<file path="config.mk">
export PLATFORM = sky130hd
export DESIGN_NAME = irq_alloc_ctrl
export DESIGN_NICKNAME = d
export VERILOG_FILES = /design/src/rtl/irq_alloc_pkg.sv /design/src/rtl/irq_alloc_regs.sv /design/src/rtl/irq_alloc_route.sv /design/src/rtl/irq_alloc_pend.sv /design/src/rtl/irq_alloc_lines.sv /design/src/rtl/irq_alloc_ctrl.sv
export SDC_FILE = /design/constraint.sdc
export NUM_CORES = 1
export LEC_CHECK = 0
export BUFFER_PORTS_ARGS = -buffer_cell sky130_fd_sc_hd__buf_4
export CAP_MARGIN = 20
export CORE_UTILIZATION = 54
export DETAILED_ROUTE_END_ITERATION = 10
export PLACE_DENSITY_LB_ADDON = 0.05
export SETUP_SLACK_MARGIN = 0.4
export SLEW_MARGIN = 20
export SYNTH_ARGS = -nofsm -noshare
export SYNTH_HDL_FRONTEND = slang
export SYNTH_SLANG_ARGS = --single-unit
</file>
<file path="constraint.sdc">
create_clock -name clk -period 1.4 [get_ports clk]
set_input_delay 0.14 -clock clk [delete_from_list [all_inputs] [get_ports clk]]
set_output_delay 0.14 -clock clk [all_outputs]
set_load 0.01 [all_outputs]
</file>
<file path="src/rtl/irq_alloc_pkg.sv">
package irq_alloc_pkg;

  localparam int LINE_CNT = 3;

  typedef enum logic [1:0] {
    LINE_TOP  = 2'd0,
    LINE_MID  = 2'd1,
    LINE_POOL = 2'd2
  } line_e;

  typedef enum logic {
    ADDR_ALLOC  = 1'b0,
    ADDR_STATUS = 1'b1
  } reg_addr_e;

endpackage

</file>
<file path="src/rtl/irq_alloc_regs.sv">
module irq_alloc_regs #(
  parameter int NUM_SRC = 8,
  parameter int REG_W   = 16
) (
  input  logic               clk,
  input  logic               rst,
  input  logic               wr_en,
  input  logic               addr,
  input  logic [REG_W-1:0]   wr_data,
  input  logic [NUM_SRC-1:0] pending,
  output logic [REG_W-1:0]   alloc_q,
  output logic [NUM_SRC-1:0] w1c_vec,
  output logic [REG_W-1:0]   rd_data_q
);
  import irq_alloc_pkg::*;

  logic [REG_W-1:0] status_view;

  always_comb begin
    status_view = '0;
    status_view[NUM_SRC-1:0] = pending;
  end

  always_comb begin
    w1c_vec = '0;
    if (wr_en && (addr == ADDR_STATUS)) w1c_vec = wr_data[NUM_SRC-1:0];
  end

  always_ff @(posedge clk) begin
    if (rst) begin
      alloc_q <= '0;
    end else if (wr_en && (addr == ADDR_ALLOC)) begin
      alloc_q <= wr_data;
    end
  end

  always_ff @(posedge clk) begin
    if (rst) begin
      rd_data_q <= '0;
    end else begin
      rd_data_q <= (addr == ADDR_STATUS) ? status_view : alloc_q;
    end
  end

endmodule

</file>
<file path="src/rtl/irq_alloc_route.sv">
module irq_alloc_route #(
  parameter int NUM_SRC = 8,
  parameter int SEL_W   = 4,
  parameter int REG_W   = 16
) (
  input  logic [REG_W-1:0]                               alloc,
  input  logic [irq_alloc_pkg::LINE_CNT-1:0]             ack,
  input  logic [NUM_SRC-1:0]                             w1c_vec,
  output logic [irq_alloc_pkg::LINE_CNT-1:0][NUM_SRC-1:0] route,
  output logic [NUM_SRC-1:0]                             clr_vec
);
  import irq_alloc_pkg::*;

  localparam int ENA_LSB = 2 * SEL_W;

  logic [SEL_W-1:0]   sel_top;
  logic [SEL_W-1:0]   sel_mid;
  logic               top_ok;
  logic               mid_ok;
  logic [NUM_SRC-1:0] ena;
  logic [NUM_SRC-1:0] ack_hit;

  assign sel_top = alloc[SEL_W-1:0];
  assign sel_mid = alloc[2*SEL_W-1:SEL_W];
  assign ena     = alloc[ENA_LSB +: NUM_SRC];
  assign top_ok  = (int'(sel_top) < NUM_SRC);
  assign mid_ok  = (int'(sel_mid) < NUM_SRC);

  for (genvar i = 0; i < NUM_SRC; i++) begin : g_src
    logic own_top;
    logic own_mid;
    assign own_top = top_ok && (sel_top == SEL_W'(i));
    assign own_mid = mid_ok && (sel_mid == SEL_W'(i)) && !own_top;
    assign route[LINE_TOP][i]  = own_top;
    assign route[LINE_MID][i]  = own_mid;
    assign route[LINE_POOL][i] = ena[i] && !own_top && !own_mid;
    assign ack_hit[i] = (ack[LINE_TOP]  && own_top) ||
                        (ack[LINE_MID]  && own_mid) ||
                        (ack[LINE_POOL] && route[LINE_POOL][i]);
  end

  assign clr_vec = ack_hit | w1c_vec;

endmodule

</file>
<file path="src/rtl/irq_alloc_pend.sv">
module irq_alloc_pend #(
  parameter int NUM_SRC = 8
) (
  input  logic               clk,
  input  logic               rst,
  input  logic [NUM_SRC-1:0] req,
  input  logic [NUM_SRC-1:0] clr_vec,
  output logic [NUM_SRC-1:0] pend_q
);

  logic [NUM_SRC-1:0] req_prev_q;
  logic [NUM_SRC-1:0] rise;

  assign rise = req & ~req_prev_q;

  always_ff @(posedge clk) begin
    if (rst) begin
      req_prev_q <= '0;
      pend_q     <= '0;
    end else begin
      req_prev_q <= req;
      pend_q     <= (pend_q & ~clr_vec) | rise;
    end
  end

endmodule

</file>
<file path="src/rtl/irq_alloc_lines.sv">
module irq_alloc_lines #(
  parameter int NUM_SRC = 8
) (
  input  logic                                           clk,
  input  logic                                           rst,
  input  logic [NUM_SRC-1:0]                             pending,
  input  logic [irq_alloc_pkg::LINE_CNT-1:0][NUM_SRC-1:0] route,
  output logic [irq_alloc_pkg::LINE_CNT-1:0]             irq_q
);
  import irq_alloc_pkg::*;

  for (genvar k = 0; k < LINE_CNT; k++) begin : g_line
    always_ff @(posedge clk) begin
      if (rst) irq_q[k] <= 1'b0;
      else     irq_q[k] <= |(pending & route[k]);
    end
  end

endmodule

</file>
<file path="src/rtl/irq_alloc_ctrl.sv">
module irq_alloc_ctrl #(
  parameter int NUM_SRC = 8,
  parameter int SEL_W   = $clog2(NUM_SRC) + 1,
  parameter int REG_W   = 2 * SEL_W + NUM_SRC
) (
  input  logic               clk,
  input  logic               rst,
  input  logic               reg_wr_en,
  input  logic               reg_addr,
  input  logic [REG_W-1:0]   reg_wr_data,
  output logic [REG_W-1:0]   reg_rd_data,
  input  logic [NUM_SRC-1:0] src_req,
  input  logic [2:0]         irq_ack,
  output logic [2:0]         irq_out
);
  import irq_alloc_pkg::*;

  logic [REG_W-1:0]                alloc_q;
  logic [NUM_SRC-1:0]              w1c_vec;
  logic [NUM_SRC-1:0]              clr_vec;
  logic [NUM_SRC-1:0]              pend_q;
  logic [LINE_CNT-1:0][NUM_SRC-1:0] route_mask;

  irq_alloc_regs #(.NUM_SRC(NUM_SRC), .REG_W(REG_W)) u_regs (
    .clk       (clk),
    .rst       (rst),
    .wr_en     (reg_wr_en),
    .addr      (reg_addr),
    .wr_data   (reg_wr_data),
    .pending   (pend_q),
    .alloc_q   (alloc_q),
    .w1c_vec   (w1c_vec),
    .rd_data_q (reg_rd_data)
  );

  irq_alloc_route #(.NUM_SRC(NUM_SRC), .SEL_W(SEL_W), .REG_W(REG_W)) u_route (
    .alloc   (alloc_q),
    .ack     (irq_ack),
    .w1c_vec (w1c_vec),
    .route   (route_mask),
    .clr_vec (clr_vec)
  );

  irq_alloc_pend #(.NUM_SRC(NUM_SRC)) u_pend (
    .clk     (clk),
    .rst     (rst),
    .req     (src_req),
    .clr_vec (clr_vec),
    .pend_q  (pend_q)
  );

  irq_alloc_lines #(.NUM_SRC(NUM_SRC)) u_lines (
    .clk     (clk),
    .rst     (rst),
    .pending (pend_q),
    .route   (route_mask),
    .irq_q   (irq_out)
  );

endmodule

</file>
==> results.yml <==
outcome:
  status: "finished with violations"
  violations: "negative setup slack"
drt:
  vias: 2208
  wl_mm: 6.16
  wl_per_cell_um: 16.0
  first_iter_violations: 225
  final_antenna_net_count: 0
  first_pass_iters: 5
  drc: 0
  via_per_inst: 5.74
worst_setup_path:
  worstSetupPathType: "register to register"
  cp.required_ns: 1.58
  r2r_setup_slack_ns: -0.005
  cp-start-kind: "register"
  worst_setup_path_end_kind: "register"
  timing.rr.start: "u_regs.alloc_q[3]"
  crit_start: "u_regs.alloc_q[3]"
  r2r-end: "u_lines.irq_q[1]"
  critPathMaxFanout: 9
  crit_arrival_ns: 1.58
  worstSetupEndpoint: "u_lines.irq_q[1]"
  ff2ff_path_depth: 5
final_layout:
  final_cell_mix: "buf_4, nand2_1, dfxtp_1, a21oi_1, and2_1"
  areaGrowthSynthToFinish_pct: 30.9
  finalInstanceArea_um2: 3210
  antenna_cells: 0
  fin_nets: 364
  drive_above_1_share_pct: 34.2
  nFillCells: 327
  ff_latch_area_um2: 1040
  fin_cells: 385
  multi_input_area_um2: 1350
  final_common_cell: "buf_4"
pwr:
  design_power_total_uw: 3110
  vdd_drop_max_mv: 0.603
  power_density_nw_per_um2: 967
  power_leakage_uw: 0.00134
timing:
  worstMarginPinSlew_ns: 0.448
  final.min_clock_period_ns: 1.40
  post-route-period-util_pct: 100
  max_slew_margin_pct: 70.1
  setup_viol: 1
  maxSlewViolCount: 0
  hold_viol: 0
  holdWs_ns: 0.0451
  fin_worst_skew_ns: 0.0143
  rsz0062_at_grt: "true"
  fmax_mhz: 712
  layout_setup_ws_ns: -0.00496
placed_design:
  placed_area_um2: 2990
  routabilityCongestion: 0.894
  port_buffers: 49
  dp_cells: 372
  hpwl_mm: 4.40
yosys:
  synth_nets: 299
  synth_edf_count: 0
  async_flop_share_pct: 0
  synth_area_um2: 2450
  synth-warning-count: 0
  synthFlopType: "dfxtp_1"
  yosys_register_bits: 51
  syn_area_per_cell_um2: 9.16
  synthTopCellsByArea: "dfxtp_1, nand2_1, mux2i_1"
  seq_area_frac_synth_pct: 41.6
  yosysUniqueCellTypes: 37
  yosysTopAreaCell: "dfxtp_1"
  synth_top_area_share_pct: 41.6
  syn_inst: 268
clocking:
  postCtsHoldBufs: 0
  clockBufferDepth: 2
  cts_tree: "done"
  cts_made_buffers: 5
  clkLatencyLatePin_ns: 0.31
  cts_max_level: 2
  clock-root-buffer: "clkbuf_8"
  worst_setup_hold_path_clk_slew_ns: 0.09
  cts_sinks: 51
global_routing:
  grt_use_total_pct: 26.0
  grt_max_degree: 45
  grt_pass1_vias: 1970
  grt_overflow_total: 0
  antenna_found_initial: 0
  grt_pass1_wl_mm: 9.74
floorplan:
  core_area_um2: 4350
  die_area_um2: 4820
  die_x_um: 69.4
  ios: 50
  num_rows: 24
  start_util_pct: 56.4
  die_y_um: 69.4
min_path:
  hp-start: "src_req[4]"
  hold_class: "input pin to register"
flow_run:
  timing.max_cap.violations: 0
## where the power goes
part	internal, µW	leakage [µW]	total, µW	switching, µW
Sequential	1530	0.000424	1610	86.6
Clock	524	0.0000513	989	464
Combinational	268	0.000868	505	238
## what timing repair did
action	in CTS	in global routing
setup endpoints to repair	11	12
setup buffers	2	4
gates cloned	0	0
gates resized for setup	9	14
pin swaps	5	5
## cell usage after synthesis, types with 3 or more instances
master	count
nor2b_1	3
a221oi_1	4
o21ai_1	12
a22oi_1	5
clkbuf_1	7
buf_4	4
and3_1	3
nand4b_1	3
dfxtp_1	51
and4bb_2	3
and2_1	16
a31oi_1	5
a21oi_1	17
nor4b_4	5
nor2_1	12
mux2i_1	15
nand2_1	44
nand2b_1	12
buf_2	6
nor3_1	5
o32ai_1	3
inv_1	12
## worst min-delay path by stage
stage	depth (start not counted)	to
2_1_floorplan	1	u_pend.req_prev_q[0]
3_3_place_gp	3	u_pend.req_prev_q[7]
3_5_place_dp	3	u_pend.req_prev_q[3]
4_1_cts	3	u_pend.req_prev_q[4]
5_1_grt	3	u_pend.req_prev_q[2]
6_report	3	u_pend.req_prev_q[4]
## layout make-up
cell class	instances	area share, %
clock buffers	6	2.26
clock inverters	1	0.935
inverters	12	1.40
multi-input cells	186	41.9
flip-flops and latches	51	32.4
well taps	52	2.02
repair buffers	77	19.1
## state kept, by name, summed over array words and instances, names as in the netlist
signal             cells
u_lines.irq_q          3
u_pend.pend_q          8
u_pend.req_prev_q      8
u_regs.alloc_q        16
u_regs.rd_data_q      16
## worst max-delay path, cell delays in order, from the launching register on
cell and delay [ns]:
dfxtp_2 0.34, buf_12 0.14, nor4b_4 0.38, o32ai_1 0.13
a22oi_1 0.19, a31oi_1 0.10
## per-stage QoR
stage / util (%) / setup slack [ns] / setup TNS, ns
floorplan: - / 0.147 / 0
global placement: 68.7 / -0.0858 / -0.150
detailed placement: 68.7 / -0.108 / -0.317
CTS: 71.9 / 0.00821 / 0
global route: 73.8 / -0.106 / -0.314
finish: 73.8 / -0.00496 / -0.00496
## logic make-up (layout without fill, tap and decap cells)
family / count (synthesis) / count (layout) / synth area share, %
buf+inv: 31 / 96 / 6.27
compound gates: 55 / 55 / 15.2
flops: 51 / 51 / 41.6
simple gates: 116 / 116 / 30.8
mux: 15 / 15 / 6.12
## metal layers
metal	part of all wire (%)	up-vias	track usage, %
met5	0	-	0
met3	6.8	8	4.36
met2	47	93	42.5
li1	-	1065	-
met4	1.4	0	7.94
met1	45	1042	35.0
(Power assumes the default switching activity.)
